==> src/rtl/rsv_pkg.sv <==
package rsv_pkg;
  typedef enum logic [2:0] {
    ST_PWR,
    ST_PULSE,
    ST_SETTLE,
    ST_RUN,
    ST_WAIT_REL
  } rsv_state_e;

  typedef enum logic {
    SRC_OTHER,
    SRC_PRESS
  } rsv_src_e;

  localparam logic [1:0] WD_OFF     = 2'b00;
  localparam logic [1:0] WD_X1      = 2'b01;
  localparam logic [1:0] WD_X2      = 2'b10;
  localparam logic [1:0] WD_X4      = 2'b11;
  localparam logic [1:0] WD_SEL_RST = WD_X4;
endpackage

==> src/rtl/rsv_sync.sv <==
module rsv_sync #(
  parameter int unsigned W               = 1,
  parameter int unsigned STAGES          = 2,
  parameter logic [W-1:0] RST_VAL        = '0
) (
  input  logic         clk_i,
  input  logic         rst_ni,
  input  logic [W-1:0] d_i,
  output logic [W-1:0] q_o
);
  logic [W-1:0] stg_q [STAGES];

  always_ff @(posedge clk_i or negedge rst_ni) begin
    if (!rst_ni) begin
      for (int s = 0; s < STAGES; s++) stg_q[s] <= RST_VAL;
    end else begin
      stg_q[0] <= d_i;
      for (int s = 1; s < STAGES; s++) stg_q[s] <= stg_q[s-1];
    end
  end

  assign q_o = stg_q[STAGES-1];
endmodule

==> src/rtl/rsv_timer.sv <==
module rsv_timer #(
  parameter int unsigned W = 8
) (
  input  logic         clk_i,
  input  logic         rst_ni,
  input  logic         load_i,
  input  logic [W-1:0] load_val_i,
  input  logic         dec_i,
  output logic         expire_o
);
  logic [W-1:0] cnt_q;

  always_ff @(posedge clk_i or negedge rst_ni) begin
    if (!rst_ni)                        cnt_q <= '0;
    else if (load_i)                    cnt_q <= load_val_i;
    else if (dec_i && (cnt_q != '0))    cnt_q <= cnt_q - W'(1);
  end

  // last decrement of the period
  assign expire_o = dec_i && (cnt_q == W'(1));
endmodule

==> src/rtl/rsv_wdog.sv <==
module rsv_wdog import rsv_pkg::*; #(
  parameter int unsigned UNIT_TICKS = 250,
  parameter int unsigned CNT_W      = 10
) (
  input  logic       clk_i,
  input  logic       rst_ni,
  input  logic       tick_i,
  input  logic       hold_i,
  input  logic       kick_i,
  input  logic       sel_we_i,
  input  logic [1:0] sel_i,
  output logic       expire_o
);
  logic [1:0]       sel_q, sel_nxt;
  logic [CNT_W-1:0] period;
  logic             load, dec, tmr_exp;

  always_ff @(posedge clk_i or negedge rst_ni) begin
    if (!rst_ni)       sel_q <= WD_SEL_RST;
    else if (sel_we_i) sel_q <= sel_i;
  end

  assign sel_nxt = sel_we_i ? sel_i : sel_q;

  always_comb begin
    unique case (sel_nxt)
      WD_X1:   period = CNT_W'(UNIT_TICKS);
      WD_X2:   period = CNT_W'(2 * UNIT_TICKS);
      WD_X4:   period = CNT_W'(4 * UNIT_TICKS);
      default: period = '0;
    endcase
  end

  assign load = hold_i | kick_i | sel_we_i;
  assign dec  = tick_i & ~hold_i & (sel_q != WD_OFF);

  rsv_timer #(.W(CNT_W)) u_tmr (
    .clk_i      (clk_i),
    .rst_ni     (rst_ni),
    .load_i     (load),
    .load_val_i (period),
    .dec_i      (dec),
    .expire_o   (tmr_exp)
  );

  // a restart in the same cycle wins over expiry
  assign expire_o = tmr_exp & ~kick_i & ~sel_we_i;
endmodule

==> src/rtl/rst_supervisor.sv <==
module rst_supervisor import rsv_pkg::*; #(
  parameter int unsigned PULSE_TICKS   = 250,
  parameter int unsigned WD_UNIT_TICKS = 250,
  parameter int unsigned SYNC_STAGES   = 2
) (
  input  logic       clk_i,
  input  logic       rst_ni,
  input  logic       pwr_ok_i,
  input  logic       tick_i,
  input  logic       pin_i,
  input  logic       strobe_ni,
  input  logic       wd_we_i,
  input  logic [1:0] wd_sel_i,
  output logic       pull_o,
  output logic       rst_act_o
);
  localparam int unsigned SETTLE_CYC = SYNC_STAGES + 2;
  localparam int unsigned PT_MAX     = (PULSE_TICKS > SETTLE_CYC) ? PULSE_TICKS : SETTLE_CYC;
  localparam int unsigned PT_W       = $clog2(PT_MAX + 1);
  localparam int unsigned WD_W       = $clog2(4 * WD_UNIT_TICKS + 1);

  rsv_state_e state_q, state_d;
  rsv_src_e   src_q, src_d;

  logic [2:0]      raw, syn;
  logic            pok_s, pin_s, stb_s;
  logic            pin_q, stb_q;
  logic            pin_fall, pin_rise, stb_fall;
  logic            press_det, release_det;
  logic            pt_load, pt_dec, pt_exp;
  logic [PT_W-1:0] pt_val;
  logic            wd_exp;

  assign raw = {pwr_ok_i, pin_i, strobe_ni};

  rsv_sync #(.W(3), .STAGES(SYNC_STAGES), .RST_VAL(3'b011)) u_sync (
    .clk_i  (clk_i),
    .rst_ni (rst_ni),
    .d_i    (raw),
    .q_o    (syn)
  );

  assign pok_s = syn[2];
  assign pin_s = syn[1];
  assign stb_s = syn[0];

  always_ff @(posedge clk_i or negedge rst_ni) begin
    if (!rst_ni) begin
      pin_q <= 1'b1;
      stb_q <= 1'b1;
    end else begin
      pin_q <= pin_s;
      stb_q <= stb_s;
    end
  end

  assign pin_fall    = pin_q & ~pin_s;
  assign pin_rise    = ~pin_q & pin_s;
  assign stb_fall    = stb_q & ~stb_s;
  assign press_det   = (state_q == ST_RUN) & pin_fall;
  assign release_det = (state_q == ST_WAIT_REL) & pin_rise;

  assign pull_o    = (state_q == ST_PWR) || (state_q == ST_PULSE);
  assign rst_act_o = pull_o | ~pin_s;

  rsv_timer #(.W(PT_W)) u_pulse_tmr (
    .clk_i      (clk_i),
    .rst_ni     (rst_ni),
    .load_i     (pt_load),
    .load_val_i (pt_val),
    .dec_i      (pt_dec),
    .expire_o   (pt_exp)
  );

  rsv_wdog #(.UNIT_TICKS(WD_UNIT_TICKS), .CNT_W(WD_W)) u_wdog (
    .clk_i    (clk_i),
    .rst_ni   (rst_ni),
    .tick_i   (tick_i),
    .hold_i   (rst_act_o),
    .kick_i   (stb_fall),
    .sel_we_i (wd_we_i),
    .sel_i    (wd_sel_i),
    .expire_o (wd_exp)
  );

  always_comb begin
    state_d = state_q;
    src_d   = src_q;
    pt_load = 1'b0;
    pt_val  = PT_W'(PULSE_TICKS);
    pt_dec  = 1'b0;
    unique case (state_q)
      ST_PWR: begin
        if (pok_s) begin
          state_d = ST_PULSE;
          src_d   = SRC_OTHER;
          pt_load = 1'b1;
        end
      end
      ST_PULSE: begin
        pt_dec = tick_i;
        if (pt_exp) begin
          state_d = ST_SETTLE;
          pt_load = 1'b1;
          pt_val  = PT_W'(SETTLE_CYC);
        end
      end
      ST_SETTLE: begin
        // own drive is still echoing through the synchronizer
        pt_dec = 1'b1;
        if (wd_exp) begin
          state_d = ST_PULSE;
          src_d   = SRC_OTHER;
          pt_load = 1'b1;
        end else if (pt_exp) begin
          state_d = (src_q == SRC_PRESS && !pin_s) ? ST_WAIT_REL : ST_RUN;
        end
      end
      ST_RUN: begin
        if (press_det) begin
          state_d = ST_PULSE;
          src_d   = SRC_PRESS;
          pt_load = 1'b1;
        end else if (wd_exp) begin
          state_d = ST_PULSE;
          src_d   = SRC_OTHER;
          pt_load = 1'b1;
        end
      end
      ST_WAIT_REL: begin
        if (release_det || wd_exp) begin
          state_d = ST_PULSE;
          src_d   = SRC_OTHER;
          pt_load = 1'b1;
        end
      end
      default: state_d = ST_PWR;
    endcase
    if (!pok_s) state_d = ST_PWR;
  end

  always_ff @(posedge clk_i or negedge rst_ni) begin
    if (!rst_ni) begin
      state_q <= ST_PWR;
      src_q   <= SRC_OTHER;
    end else begin
      state_q <= state_d;
      src_q   <= src_d;
    end
  end
endmodule

==> config.mk <==
export PLATFORM = sky130hd
export DESIGN_NAME = rst_supervisor
export DESIGN_NICKNAME = d
export VERILOG_FILES = /design/src/rtl/rsv_pkg.sv /design/src/rtl/rsv_sync.sv /design/src/rtl/rsv_timer.sv /design/src/rtl/rsv_wdog.sv /design/src/rtl/rst_supervisor.sv
export SDC_FILE = /design/constraint.sdc
export NUM_CORES = 1
export LEC_CHECK = 0
export BUFFER_PORTS_ARGS = -buffer_cell sky130_fd_sc_hd__clkbuf_2
export CORE_MARGIN = 3
export CORE_UTILIZATION = 40
export CTS_BUF_LIST = sky130_fd_sc_hd__clkbuf_4
export DETAILED_ROUTE_END_ITERATION = 6
export SYNTH_ARGS = -nofsm -noshare
export SYNTH_HDL_FRONTEND = slang
export SYNTH_SLANG_ARGS = --single-unit
==> constraint.sdc <==
create_clock -name clk_i -period 1.7 [get_ports clk_i]
set_input_delay 0.085 -clock clk_i [delete_from_list [all_inputs] [get_ports clk_i]]
set_output_delay 0.085 -clock clk_i [all_outputs]
set_load 0.005 [all_outputs]
# Word level (Yosys, flattened, before mapping)
# Cells that the tools add are included.
dict set report op_classes {
  bitwise_logic 18
  mux 29
  addsub 2
  reduce_logical 17
  n_eq_ne 15
}
# cell n
set ops {}
lappend ops {{8-bit 2-to-1 mux} 4}
lappend ops {{10-bit case mux with 3 select lines} 1}
lappend ops {{3-bit 2-to-1 mux} 8}
lappend ops {{10-bit 2-to-1 mux} 2}
lappend ops {{3-bit case mux with 5 select lines} 1}
lappend ops {{10-bit by 1-bit == test with 1-bit output, second input constant} 1}
lappend ops {{10-bit nonzero test} 1}
lappend ops {{10-bit by 1-bit subtractor with 10-bit output, second input constant} 1}
lappend ops {{1-bit bitwise AND} 9}
lappend ops {{1-bit 2-to-1 mux} 9}
lappend ops {{8-bit by 1-bit == test with 1-bit output, second input constant} 1}
lappend ops {{4-bit != test, second input constant} 2}
lappend ops {{8-bit nonzero test} 1}
lappend ops {{8-bit by 1-bit subtractor with 8-bit output, second input constant} 1}
lappend ops {{3-bit by 2-bit == test with 1-bit output, second input constant} 2}
lappend ops {{3-bit != test, second input constant} 2}
lappend ops {{1-bit NOT} 6}
lappend ops {{2-bit nonzero test} 3}
lappend ops {{1-bit logical AND} 5}
lappend ops {{1-bit case mux with 5 select lines} 1}
lappend ops {{2-bit == test, second input constant} 2}
lappend ops {{2-bit by 1-bit != test with 1-bit output, second input constant} 2}
lappend ops {{1-bit case mux with 4 select lines} 1}
lappend ops {{4-bit AND reduction} 1}
lappend ops {{11 further kinds} 14}
dict set report totals {
  reg_bits 32
  word_cells 90
  output_inout_bits 2
  inputBits 9
}

# Longest topological paths before layout
dict set report logic_depth {
  depth_word 13
  ltp_mapped 7
  mapped_depth_nobuf 7
}

# By module
# From an unflattened synthesis, not the netlist that was laid out.
dict set report unflattened {
  cells_unflattened 217
  area_unflattened_um2 2037.0
}
# module area_each_um2 instances cells_each seq_area_each_um2
set modules_own_cells {}
lappend modules_own_cells {{rsv_timer (u_wdog.u_tmr)} 641.9 1 72 250.2}
lappend modules_own_cells {{rsv_timer (u_pulse_tmr)} 590.6 1 66 200.2}
lappend modules_own_cells {rst_supervisor 464.2 1 54 152.6}
lappend modules_own_cells {rsv_sync 177.7 1 9 155.1}
lappend modules_own_cells {rsv_wdog 162.7 1 16 52.6}

# Least setup slack after synthesis
# Ideal clock, no wire load.
dict set report synth_timing {
  path_type {register to register}
  startpoint {register u_pulse_tmr.cnt_q[1]}
  endpoint {register state_q[2]}
  period_less_slack_ns 1.637
  path_slack_ns 0.063
  t_arrival_ns 1.564
  setup_ns 0.073
  stages_incl_launch_ff 8
  t_required_ns 1.627
  n_path_buf 0
  cell_sequence {dfrtp_1 -> inv_1 -> ha_1 -> nor2b_1 -> nand4_1 -> a32o_1 -> a211o_1 -> a21oi_2}
}
dict set report synth_via {
  elab_chain_len 4
  word_cells_on_any_way 5
  cone_classes {eq/ne: 3; reduce/logical: 2}
}
# element line_no
set synth_lines {}
lappend synth_lines {{start: declaration} rsv_timer.sv:11} ;# logic [W-1:0] cnt_q;
lappend synth_lines {{start signal: assignment} rsv_timer.sv:15} ;# else if (load_i) cnt_q <= load_val_i;
lappend synth_lines {{start signal: assignment} rsv_timer.sv:16} ;# else if (dec_i && (cnt_q != '0)) cnt_q <= cnt_q - W'(1);
lappend synth_lines {{8-bit by 1-bit == test with 1-bit output (*)} rsv_timer.sv:20} ;# assign expire_o = dec_i && (cnt_q == W'(1));
lappend synth_lines {{1-bit logical AND (*)} rsv_timer.sv:20}
lappend synth_lines {{4-bit != test (no line) or 3-bit != test (tied branches)} -}
lappend synth_lines {{4-bit AND reduction (no line) (*)} -}
lappend synth_lines {{end signal: assignment} rst_supervisor.sv:147} ;# state_q <= state_d;
lappend synth_lines {{end: declaration} rst_supervisor.sv:22} ;# rsv_state_e state_q, state_d;
# Mark *: on every way between the ends. The rest lies on a longest branch, timed or not.
# A chain may end at the register's enable or synchronous reset.

# Worst setup path in the final report
# Ends and elaborated chain as after synthesis.

==> reports/results.txt <==
In the final design database the tool counted 243 nets. Setup violations remaining at the end of the flow were counted as 0. The sequential cells in the finished layout cover a total of 812.0 um2. The smallest clock period supported by the final layout is computed as 1680 ps. For the register area share after synthesis, the log shows 0.4208. The DRC marker count from the first detailed-route iteration was 160; the count of clock tree sinks was 32. The die covers 5686 um2. Routability-driven placement finished with a final weighted congestion of 0.8968. The worst setup path is launched from a flop. The multiplexer share of the synthesized area came out at 0.04286.

The synthesized-area fraction occupied by ao, oa, aoi and oai cells was 0.1273; the pin slew with the least headroom to its limit was 792.7 ps. For this run the aggregate overflow at the end of global routing stands at 0. Buffers inserted during clock tree synthesis total 5.

A synthesized cell averages 10.65 um2. The half-perimeter wire length of the detailed placement result was 3134 um; the post-synth design cell area was 1927 um2. CTS placed an instance of clkbuf_4 at the clock tree root. The run gives 0.4715 as the worst slew margin relative to its limit. The synthesized design spends more area on one cell type than any other, namely dfrtp_1. The number of nets in the synthesized netlist is 200. The post-detailed-route wirelength per cell came out at 15.47 um.

Setup repair after global routing could not meet its margin everywhere. After synthesis, the cell types taking the most area are dfrtp_1 (31%), dfstp_2 (11%), ha_1 (6.5%). After clock tree synthesis, the clock-pin slew on the worst setup and hold paths is 110 ps. The flip-flop cell with the highest count after synthesis is dfrtp_1. The largest single stage delay on the critical path is 400 ps. Total I/O pin count: 11. The number of cells on the worst reg-to-reg path is 7, and the peak supply drop is 0.4521 mV. The signal on the critical path passes through inv_2 -> ha_1 -> nor2b_4 -> nand4_1 -> a32o_2 -> a211o_1 -> a21oi_2. By startpoint and endpoint, the worst setup path is classified as reg2reg. Fraction of synthesized cell area taken by the top area cell type: 0.3117.

The post-synthesis share of cell area spent on full adders, half adders and majority gates is 0.06494. The H-tree was split into 2 levels. The initial antenna violation count is 0, and the post-synthesis instance total is 181. Share of layout cells above drive strength 1: 0.3511.

In this run, distinct cell masters in the synthesized netlist total 52. The tool flagged a number of max-cap violations equal to 0. Across the routed clock network, the largest skew measured is 14.97 ps. Classification of the worst-slack hold path: in2reg.

For the worst setup path, the data required time is 1970 ps. Among cell families on the critical path, the largest total delay comes from compound AO/OA/AOI/OAI gates. In this run the core area contains 24 standard-cell rows. For this run, the top clock speed supported by timing is 595.3 MHz. The residual antenna-violating net count after detailed routing is 0.

The number of cells on the worst hold path is 3, and the share of synthesized cell area in and, or, nand and nor gates is 0.2383. The worst-path cell with the longest stage delay is dfrtp_1. The critical path runs through a total of 7 cells. The number of global-route vias before repair is 1567, and the total power per unit cell area is 928.7 nW/um2.

Clock latency reported for the late side of the worst-skew pair: 330 ps. The ratio of routed vias to standard cells was 5.588. The run finished with clean final reports. The height of the die works out to 75.41 um. The number of enable flip-flop cells after synthesis was 0; the count of final hold-check violations was 0.

The tools report the overall fraction of global-route tracks in use as 0.1677. The static power due to leakage was 0.9820 nW. The period utilization is 0.9882. Counting flops and latches in the post-synthesis netlist gives 32.

The tools report the global-route wire length before repair as 7196 um. The logs give 0 for the final number of max-transition violations and 155.2 ps for the tightest hold margin. The sum of internal, switching and leakage power came out at 2.251 mW. The clock passes through at most 2 buffers. The worst setup path is captured at a flop. The run gives 1548 as the detailed-route via count. Along the worst path, the maximum fanout reaches 4. The count of input and output buffers was 10.

The tools report the number of remaining DRC errors as 0. The run gives 1950 ps as the endpoint arrival time on the critical path. The die outline width came out at 75.41 um.

The buffers plus inverters on the worst setup path was 1. For this block, the routed nets add up to 4285 um of wire. The layout overhead on the synthesized area was 25.78%; the fraction of registers with async set or reset after synthesis was 1.000. The repair_antennas step left the layout with diodes totalling 0. The number of warnings reported in the yosys synthesis log was 0.

TritonCTS built the clock tree. The number of iterations in the first detailed-routing pass is 4, and the fraction of synthesized cell area in xor and xnor cells is 0.07273. Entering global routing, the biggest net connects 33 pins. The tools report the effective utilization at floorplan as 0.4278. The area of the core was 4504 um2; the area occupied by multi-input gates was 1122 um2.

Counting the fill cells in the layout gives 394. The combinational family with the most area after synthesis was simple AND/OR/NAND/NOR gates.
## synthesized netlist by cell type (2+ instances only)
master	instances
ha_1	10
nand2b_1	2
and3_1	2
a21oi_1	14
nor2b_1	8
nor3_1	3
xor2_1	13
dfrtp_1	24
o21ai_0	3
inv_1	9
and2_1	2
o211ai_1	2
nand3_1	12
nand2_1	6
dfstp_2	8
xnor2_1	3
nor4_4	2
nor2_1	8
mux2i_1	6
nand4_1	7
nor4_1	4
buf_2	3
## report_power, final
group,switching [mW],internal (mW)
logic,0.353,0.371
registers,0.100,0.867
clock network,0.259,0.300
## logic make-up after synthesis
| logic type | Yosys count |
|---|---|
| XOR/XNOR | 16 |
| buffers and inverters | 15 |
| multiplexers | 8 |
| flip-flops | 32 |
| AO/OA/AOI/OAI | 32 |
| AND/OR/NAND/NOR | 68 |
| adder cells (fa/ha/maj) | 10 |
## through the flow
step	instance area, um2	instances	setup TNS, ps	utilization	setup slack [ps]
after global routing	2424	277	-810.5	0.5381	-70.97
final	2424	277	0	0.5381	20.13
after floorplan	1927	181	0	-	62.71
after CTS	2341	273	0	0.5197	2.893
after detailed placement	2186	259	-199.5	0.4853	-60.54
after global placement	2186	259	-16.05	0.4853	-8.028
## repair_timing
item                                    in CTS  in global routing
hold endpoints to repair                    27                  0
pin swaps                                    5                 17
endpoints found under the setup margin       7                 18
buffers inserted                             2                  4
hold buffers                                 4                  0
gates resized for setup                      6                 12
## layout make-up
| type | instances | share of cell area |
|---|---|---|
| repair buffers | 41 | 0.1275 |
| inverters | 10 | 0.01652 |
| flip-flops and latches | 32 | 0.3351 |
| clock buffers | 5 | 0.01549 |
| multi-input cells | 134 | 0.4631 |
| well taps | 52 | 0.02685 |
| clock inverters | 3 | 0.01549 |
## metal layers
metal	up-vias	track usage	share of wire	wire length (um)
met2	47	0.2857	0.52	2226
met3	10	0.03958	0.035	148
li1	738	-	-	-
met1	753	0.2053	0.42	1818
met5	-	0	0	0
met4	0	0.06408	0.022	93
## path summary, 6_finish.rpt
path	slack, ps	to	start
hold reg to reg	340	u_sync.q_o[2]$_DFF_PN0_	u_sync.stg_q[5]$_DFF_PN0_
min in group asynchronous	360	state_q[2]$_DFFE_PN0P_	rst_ni
setup reg to reg	20	state_q[2]$_DFFE_PN0P_	u_pulse_tmr.cnt_q[1]$_DFFE_PN0P_
setup / recovery	20	state_q[2]$_DFFE_PN0P_	u_pulse_tmr.cnt_q[1]$_DFFE_PN0P_
hold / removal	160	u_wdog.sel_q[1]$_DFF_PN1_	wd_sel_i[1]
max in group asynchronous	810	state_q[0]$_DFFE_PN0P_	rst_ni
## sequential cells by signal (all words and copies together) (netlist names)
name	cells
pin_q	1
u_sync.stg_q	3
stb_q	1
u_wdog.u_tmr.cnt_q	10
state_q	3
u_wdog.sel_q	2
u_pulse_tmr.cnt_q	8
src_q	1
u_sync.q_o	3
## layout by cell type, fill, tap and decap left out, types with 2 or more instances in the layout
cell           Yosys  final
clkinv_1           0      2
buf_4              1     25
nor2b_4            0      2
nor4_4             2      3
nor2_1             8      8
clkbuf_4           0      5
a21oi_1           14     14
dfrtp_1           24     23
clkbuf_2           0     10
ha_1              10      9
nand2b_1           2      2
dfstp_2            8      8
nor4_1             4      2
nand4_1            7      7
nand2_1            6      6
xnor2_1            3      3
xor2_1            13     13
nand3_1           12     12
o211ai_1           2      2
and2_1             2      2
mux2i_1            6      6
nor4_2             1      2
nor2b_1            8      5
inv_1              9      7
o21ai_0            3      3
dlygate4sd3_1      0      4
inv_2              1      2
nor3_1             3      3
## worst reg2reg max path, cell delays in order, from the launching register on
cell,delay [ps]
dfrtp_1,400
inv_2,110
ha_1,160
nor2b_4,130
nand4_1,100
a32o_2,290
a211o_1,310
a21oi_2,120
Note: power is estimated with default switching activity, not from simulation.
